## src/rtl/dma_wpost_buf.sv

```systemverilog
module dma_wpost_buf #(
  parameter int ADDR_W = 27,
  parameter int DEPTH  = 4,
  parameter int LWORDS = 8,
  localparam int IW    = $clog2(LWORDS)
) (
  input  logic                  clk,
  input  logic                  rst_n,
  input  logic                  in_valid,
  input  logic [ADDR_W-1:0]     in_addr,
  input  logic [IW-1:0]         in_idx,
  input  logic [31:0]           in_data,
  input  logic [3:0]            in_be,
  input  logic                  in_last,
  output logic                  full,
  output logic                  out_valid,
  input  logic                  out_ready,
  output logic [ADDR_W-1:0]     out_addr,
  output logic [LWORDS*32-1:0]  out_data,
  output logic [LWORDS*4-1:0]   out_be,
  input  logic                  bar_req,
  output logic                  bar_ack
);
  localparam int PW = (DEPTH > 1) ? $clog2(DEPTH) : 1;

  logic [DEPTH-1:0]       vld_q;
  logic [PW-1:0]          head_q, tail_q;
  logic                   open_q, ack_q;
  logic [ADDR_W-1:0]      addr_q [DEPTH];
  logic [LWORDS*32-1:0]   data_q [DEPTH];
  logic [LWORDS*4-1:0]    be_q   [DEPTH];

  logic take, pop;

  function automatic logic [PW-1:0] bump(input logic [PW-1:0] p);
    return (int'(p) == DEPTH-1) ? '0 : p + 1'b1;
  endfunction

  assign full      = &vld_q;
  assign out_valid = vld_q[head_q];
  assign out_addr  = addr_q[head_q];
  assign out_data  = data_q[head_q];
  assign out_be    = be_q[head_q];
  assign bar_ack   = ack_q;
  assign take      = in_valid && !full;
  assign pop       = out_valid && out_ready;

  always_ff @(posedge clk or negedge rst_n) begin
    if (!rst_n) begin
      vld_q  <= '0;
      head_q <= '0;
      tail_q <= '0;
      open_q <= 1'b0;
      ack_q  <= 1'b0;
    end else begin
      ack_q <= bar_req && !(|vld_q) && !ack_q;
      if (pop) begin
        vld_q[head_q] <= 1'b0;
        head_q        <= bump(head_q);
      end
      if (take) begin
        if (in_last) begin
          vld_q[tail_q] <= 1'b1;
          tail_q        <= bump(tail_q);
          open_q        <= 1'b0;
        end else begin
          open_q <= 1'b1;
        end
      end
    end
  end

  always_ff @(posedge clk) begin
    if (take) begin
      if (!open_q) begin
        addr_q[tail_q] <= in_addr;
        be_q[tail_q]   <= '0;
      end
      data_q[tail_q][int'(in_idx)*32 +: 32] <= in_data;
      be_q[tail_q][int'(in_idx)*4 +: 4]     <= in_be;
    end
  end
endmodule

```

## config.mk

```make
export PLATFORM = sky130hd
export DESIGN_NAME = dma_wpost_buf
export DESIGN_NICKNAME = d
export VERILOG_FILES = /design/src/rtl/dma_wpost_buf.sv
export SDC_FILE = /design/constraint.sdc
export NUM_CORES = 1
export LEC_CHECK = 0
export CAP_MARGIN = 20
export CORE_MARGIN = 2
export CORE_UTILIZATION = 55
export DETAILED_ROUTE_END_ITERATION = 8
export GPL_TIMING_DRIVEN = 0
export PLACE_DENSITY = 0.85
export SYNTH_ARGS = -nofsm -noshare
export SYNTH_HDL_FRONTEND = slang
export SYNTH_SLANG_ARGS = --single-unit
```

## constraint.sdc

```tcl
create_clock -name clk -period 5.3 [get_ports clk]
set_input_delay 1.06 -clock clk [delete_from_list [all_inputs] [get_ports clk]]
set_output_delay 1.06 -clock clk [all_outputs]
set_load 0.01 [all_outputs]
```

## Yosys cells after proc, flatten, opt, wreduce, memory -nomap -nowiden

Memories as Yosys holds them, arrays and structs flattened.
Cells that the tools add are included.

| storage, ports and cells | value |
|---|---|
| flip-flop bits (word level) | 10 |
| memory bits (writable) | 1260 |
| input bits | 72 |
| output and inout port bits | 318 |
| word-level logic and storage cells | 119 |
| memories | 3 |

Memory list:

| name | words | width | rd ports | clocked after Yosys merged registers in | wr ports | line | source |
|---|---|---|---|---|---|---|---|
| data_q | 4 | 256 | 1 | 0 | 1 | 30 | `logic [LWORDS*32-1:0] data_q [DEPTH];` |
| be_q | 4 | 32 | 1 | 0 | 1 | 31 | `logic [LWORDS*4-1:0] be_q [DEPTH];` |
| addr_q | 4 | 27 | 1 | 0 | 1 | 29 | `logic [ADDR_W-1:0] addr_q [DEPTH];` |

| operators by class | value |
|---|---|
| add/subtract/negate cells | 4 |
| $lt $le $gt $ge | 4 |
| equal/unequal tests | 2 |
| shifts and indexed selects | 4 |
| mux-type cells | 50 |
| bitwise logic cells | 35 |
| reduce and logical (&&, ||, !) cells | 12 |

Operators with widths:

| cell | number |
|---|---|
| two-way mux 256 bit | 1 |
| variable shift 32 x 33 -> 256 bit (first input constant) | 1 |
| variable part select 32 x 33 -> 256 bit | 1 |
| two-way mux 1 bit | 40 |
| negator 5 -> 33 bit | 1 |
| negator 8 -> 33 bit | 1 |
| variable shift 4 x 33 -> 32 bit (first input constant) | 1 |
| variable part select 4 x 33 -> 32 bit | 1 |
| two-way mux 32 bit | 1 |
| bitwise OR 1 bit | 32 |
| two-way mux 4 bit | 3 |
| logical AND 1 bit | 6 |
| < comparator 2 x 3 -> 1 bit (second input constant) | 2 |
| adder 2 x 1 -> 2 bit (second input constant) | 2 |
| bitwise AND 4 bit | 1 |
| demux 1 bit (select 2 bit) | 2 |
| == test 2 x 1 -> 1 bit (second input constant) | 2 |
| greater-or-equal comparator 2 x 1 -> 1 bit (second input constant) | 2 |
| two-way mux 2 bit | 2 |
| inverter 4 bit | 1 |
| bitwise OR 4 bit | 1 |
| AND reduction 4 bit | 1 |
| OR reduction 4 bit | 1 |
| logical NOT 1 bit | 3 |
| other kinds (2) | 2 |

## Longest topological paths before layout

Gate-level depths: netlist of run 1.

| logic depth | value |
|---|---|
| depth after elaboration | 10 |
| mapped depth | 9 |
| depth with buffers taken out | 6 |

## Worst setup path before layout of run 1

Ideal clock, no wire load.

| path | value |
|---|---|
| path kind | input -> register |
| from | input port in_idx[0] |
| to | memory data_q[3][224] in the netlist's numbering, enable pin |
| setup time | 0.461 ns |
| arrival | 4.644 ns |
| data required time | 4.839 ns |
| slack | 0.194 ns |
| stages | 7 |
| path buffers | 2 |
| path through | buf_4 > inv_1 > ha_1 > ha_1 > clkbuf_1 > or4_1 > nor3_1 |

| between the ends | value |
|---|---|
| cells in the longest elaborated chain, start to end | 3 |

Ends and longest elaborated chain:

| element | line | source |
|---|---|---|
| start, declared | 11 | `input logic [IW-1:0] in_idx,` |
| negator 8 -> 33 bit | 79 | `data_q[tail_q][int'(in_idx)*32 +: 32] <= in_data;` |
| variable shift 32 x 33 -> 256 bit | 79 |  |
| two-way mux 256 bit (implied by the code) | 79 |  |
| end, declared | 30 |  |

Every way passes these cells.

## Worst setup path after layout of run 1

| path | value |
|---|---|
| from | register head_q[1] |
| to | output port out_data[32] |

| between the ends | value |
|---|---|
| cells in the longest elaborated chain, start to end | 1 |

Ends and longest elaborated chain:

| element | line | source |
|---|---|---|
| start, declared | 27 | `logic [PW-1:0] head_q, tail_q;` |
| start signal, assigned | 59 | `head_q <= bump(head_q);` |
| memory read (4 x 256 bit) | -- |  |
| end, declared | 19 | `output logic [LWORDS*32-1:0] out_data,` |

Every way passes these cells.

==> impl_metrics.json, run 1 <==
{
  "status": "completed",
  "hold_class": "register to register",
  "grt_pass1_vias": 26200,
  "synthArstFlopShare": 0.00787,
  "drtPass1Iterations": 5,
  "instances_no_fill": 3999,
  "fin_nets": 2810,
  "power_density_nw_per_um2": 509,
  "rr_startpoint": "tail_q[0]$_DFFE_PN0P_",
  "p_sw_mw": 8.71,
  "ctsHoldBuffers": 0,
  "place_ws_ns": -0.178,
  "ios": 390,
  "fin_crit_ns": 5.04,
  "maxSlewViolCount": 0,
  "layout_setup_ws_ns": 0.258,
  "holdWs_ns": 0.536,
  "cp.required_ns": 4.24,
  "synth_warnings": 0,
  "yosysTopAreaCell": "edfxtp_1",
  "cts_sinks": 1270,
  "die_w_um": 300,
  "cts_setup_buffers": 0,
  "synth-seq-cells": 1270,
  "top_layer": "met5",
  "synth_edf_count": 1260,
  "p_seq_frac": 0.389,
  "layout-drive-gt1-share": 0.221,
  "initial_utilization": 0.556,
  "finalSetupViolCount": 0,
  "cp.arrival_ns": 3.98,
  "clkLatencyLatePin_ns": 0.73,
  "combPwrFrac": 0.321,
  "drc": 0,
  "max-slew-margin-rel": 0.177,
  "dp_hpwl_mm": 85.9,
  "met2_wirelength_mm": 65.8,
  "detail-route-antenna-nets": 0,
  "ys_types": 43,
  "die_h_um": 300,
  "crit_path_end": "out_data[32]",
  "p_int_mw": 20.9,
  "synth-seq-area-share": 0.788,
  "drt_iter0_drc": 3324,
  "finalWirelength_mm": 133,
  "rr_worst_depth": 7,
  "dp_cells": 3761,
  "port_buffers": 389,
  "wl_met3_mm": 15.5,
  "power_mw": 29.7,
  "viasPerCell": 6.39,
  "met1_length_mm": 43.6,
  "syn-cell-area_sq_um": 48300,
  "wire_per_inst_um": 33.2,
  "cts_tree": "yes",
  "worstReg2RegEnd": "data_q[3][245]$_DFFE_PP_",
  "irDropWorstVdd_uv": 345,
  "drv_cap": 0,
  "multi_input_area_sq_um": 9840,
  "worst_pin_slew_ns": 1.24,
  "finalHoldViolCount": 0,
  "swShare": 0.294,
  "synth_flop_cell": "edfxtp_1",
  "fp-row-count": 108,
  "finish.utilization": 0.671,
  "max_freq_mhz": 198,
  "syn_avg_cell_area_sq_um": 22.1,
  "fin_setup_tns_ns": 0,
  "rsz0062_at_grt": "no",
  "numCtsBuffers": 120,
  "syn_inst": 2190,
  "critPathMaxFanout": 10,
  "r2r_slack_ns": 1.59,
  "vias": 25500,
  "die-area_sq_um": 90300,
  "cts_resized": 0,
  "synth_area_leaders": "edfxtp_1 (78%), mux4_2 (15%), and2_1 (2.0%)",
  "regArea_sq_um": 38100,
  "grt_max_degree": 33,
  "areaGrowthSynthToFinish_pct": 20.6,
  "nFillCells": 5145,
  "path_clk_slew_ns": 0.06,
  "stdcell_area_sq_um": 58300,
  "crit_path_start_kind": "register",
  "period_share": 0.951,
  "clk_path_buf_depth": 3,
  "synth_fp_nets": 2272,
  "place_congestion": 0.817,
  "antenna_found_initial": 18,
  "grt_usage": 0.296,
  "leakagePower_nw": 19.1,
  "h-tree-depth": 3,
  "cts_root_buffer": "clkbuf_16",
  "path_class": "register to primary output",
  "placed_area_sq_um": 54300,
  "finalClockSkew_ns": 0.0615,
  "critPathLaunch": "head_q[1]$_DFFE_PN0N_",
  "end_kind": "primary output",
  "core_area_sq_um": 86900,
  "synth_top_area_share": 0.783,
  "overflow": 0,
  "grt_pass1_wl_mm": 187,
  "pwr-share-clk": 0.290
}
==> cell usage after synthesis (2+ instances only) <==
master / instances
ha_1: 10
buf_2: 60
buf_4: 3
nand3_1: 9
a21oi_1: 16
nor2_1: 173
edfxtp_1: 1260
and3_1: 18
mux2_2: 2
clkbuf_1: 46
inv_1: 16
buf_1: 2
nor3_1: 3
o21ai_0: 8
mux4_2: 315
and2_1: 153
nor2b_1: 5
or4_1: 2
dfrtp_1: 10
a21boi_0: 2
nor3b_1: 4
nand3b_1: 2
nand2_1: 34
a32oi_1: 4
nand4_1: 4
nand2b_1: 10
mux2i_1: 3
==> worst min path at each step <==
stage                              endpoint  cells after the start          startpoint
after floorplan           bar_ack$_DFF_PN0_                      1  vld_q[1]$_DFF_PN0_
after global placement    bar_ack$_DFF_PN0_                      1  vld_q[1]$_DFF_PN0_
after detailed placement  bar_ack$_DFF_PN0_                      2   bar_ack$_DFF_PN0_
after CTS                 bar_ack$_DFF_PN0_                      2   bar_ack$_DFF_PN0_
after global routing      bar_ack$_DFF_PN0_                      2   bar_ack$_DFF_PN0_
final                     bar_ack$_DFF_PN0_                      2   bar_ack$_DFF_PN0_
==> power groups by stage <==
stage                     combinational, mW  clock, mW  sequential [mW]
final                                  9.52       8.61             11.5
after global routing                   9.87       9.01             11.5
after CTS                              9.57       8.64             11.5
after detailed placement               9.41          0             11.7
after global placement                 9.16          0             11.7
after floorplan                        4.71          0             11.7
==> critical path: stages, from the launching register on <==
cell and delay (ns):
dfrtp_1 0.43, buf_2 0.41, clkbuf_1 0.96, buf_2 0.54
mux4_2 0.44, clkdlybuf4s50_1 0.52
==> sequential cells by signal, summed over array words and instances, names as in the netlist <==
signal	flops
open_q	1
bar_ack	1
data_q	1024
head_q	2
vld_q	4
be_q	128
tail_q	2
addr_q	108
==> metal layers <==
| metal | global-route usage | vias up |
|---|---|---|
| met5 | 0 | - |
| met4 | 0.157 | 4 |
| met3 | 0.0843 | 381 |
| met2 | 0.481 | 1804 |
| met1 | 0.364 | 13300 |
| li1 | - | 10100 |
==> cells in the final DEF (no fill, tap or decap), types with 16 or more instances in the layout <==
cell type        instances
nor2_4                  16
edfxtp_1              1260
nand2_1                 34
inv_1                   16
clkinv_2                21
clkbuf_1                66
and2_1                 147
clkdlybuf4s50_1        389
nor2_1                 157
clkinv_1                30
clkbuf_16              122
buf_2                   60
a21oi_1                 16
mux4_2                 315
==> cell type report <==
type,instances,share of cell area
multi-input combinational,792,0.169
clock inverter,81,0.0145
inverter,17,0.00110
clock buffer,142,0.0537
sequential,1270,0.654
timing repair buffer,416,0.0741
antenna,15,0.000644
tap,1155,0.0248
buffer,111,0.00863
==> kinds of logic (layout without fill, tap and decap cells) <==
kind of cell,after synthesis,in the layout,synth area share
DFF,1270,1270,0.788
and+or+nand+nor,428,428,0.0454
muxes,320,320,0.148
buffers and inverters,128,767,0.0117
AOI/OAI and AO/OA,34,34,0.00425
adders and majority gates,10,10,0.00259
other,0,15,0
Power figures use the tool's default switching activity.
==> run 2: changes to the inputs <==
--- a/config.mk
+++ b/config.mk
@@ -10,7 +10,9 @@
 export CORE_UTILIZATION = 55
 export DETAILED_ROUTE_END_ITERATION = 8
 export GPL_TIMING_DRIVEN = 0
+export HOLD_SLACK_MARGIN = 0.12
 export PLACE_DENSITY = 0.85
+export SETUP_SLACK_MARGIN = 0.4
 export SYNTH_ARGS = -nofsm -noshare
 export SYNTH_HDL_FRONTEND = slang
 export SYNTH_SLANG_ARGS = --single-unit
==> constraint.sdc (replaced) <==
create_clock -name clk -period 5.85 [get_ports clk]
set_input_delay 1.17 -clock clk [delete_from_list [all_inputs] [get_ports clk]]
set_output_delay 1.17 -clock clk [all_outputs]
set_load 0.01 [all_outputs]
==> results of run 2 <==
The final DEF is identical to that of run 1. Status: completed.
Main changes from that run: setup slack after placement -0.178 ns -> 0.262 ns; setup slack after layout 0.258 ns -> 0.698 ns; register-to-register setup slack 1.59 ns -> 2.14 ns; total power 29.7 mW -> 26.9 mW; worst IR drop on VDD 345 uV -> 313 uV
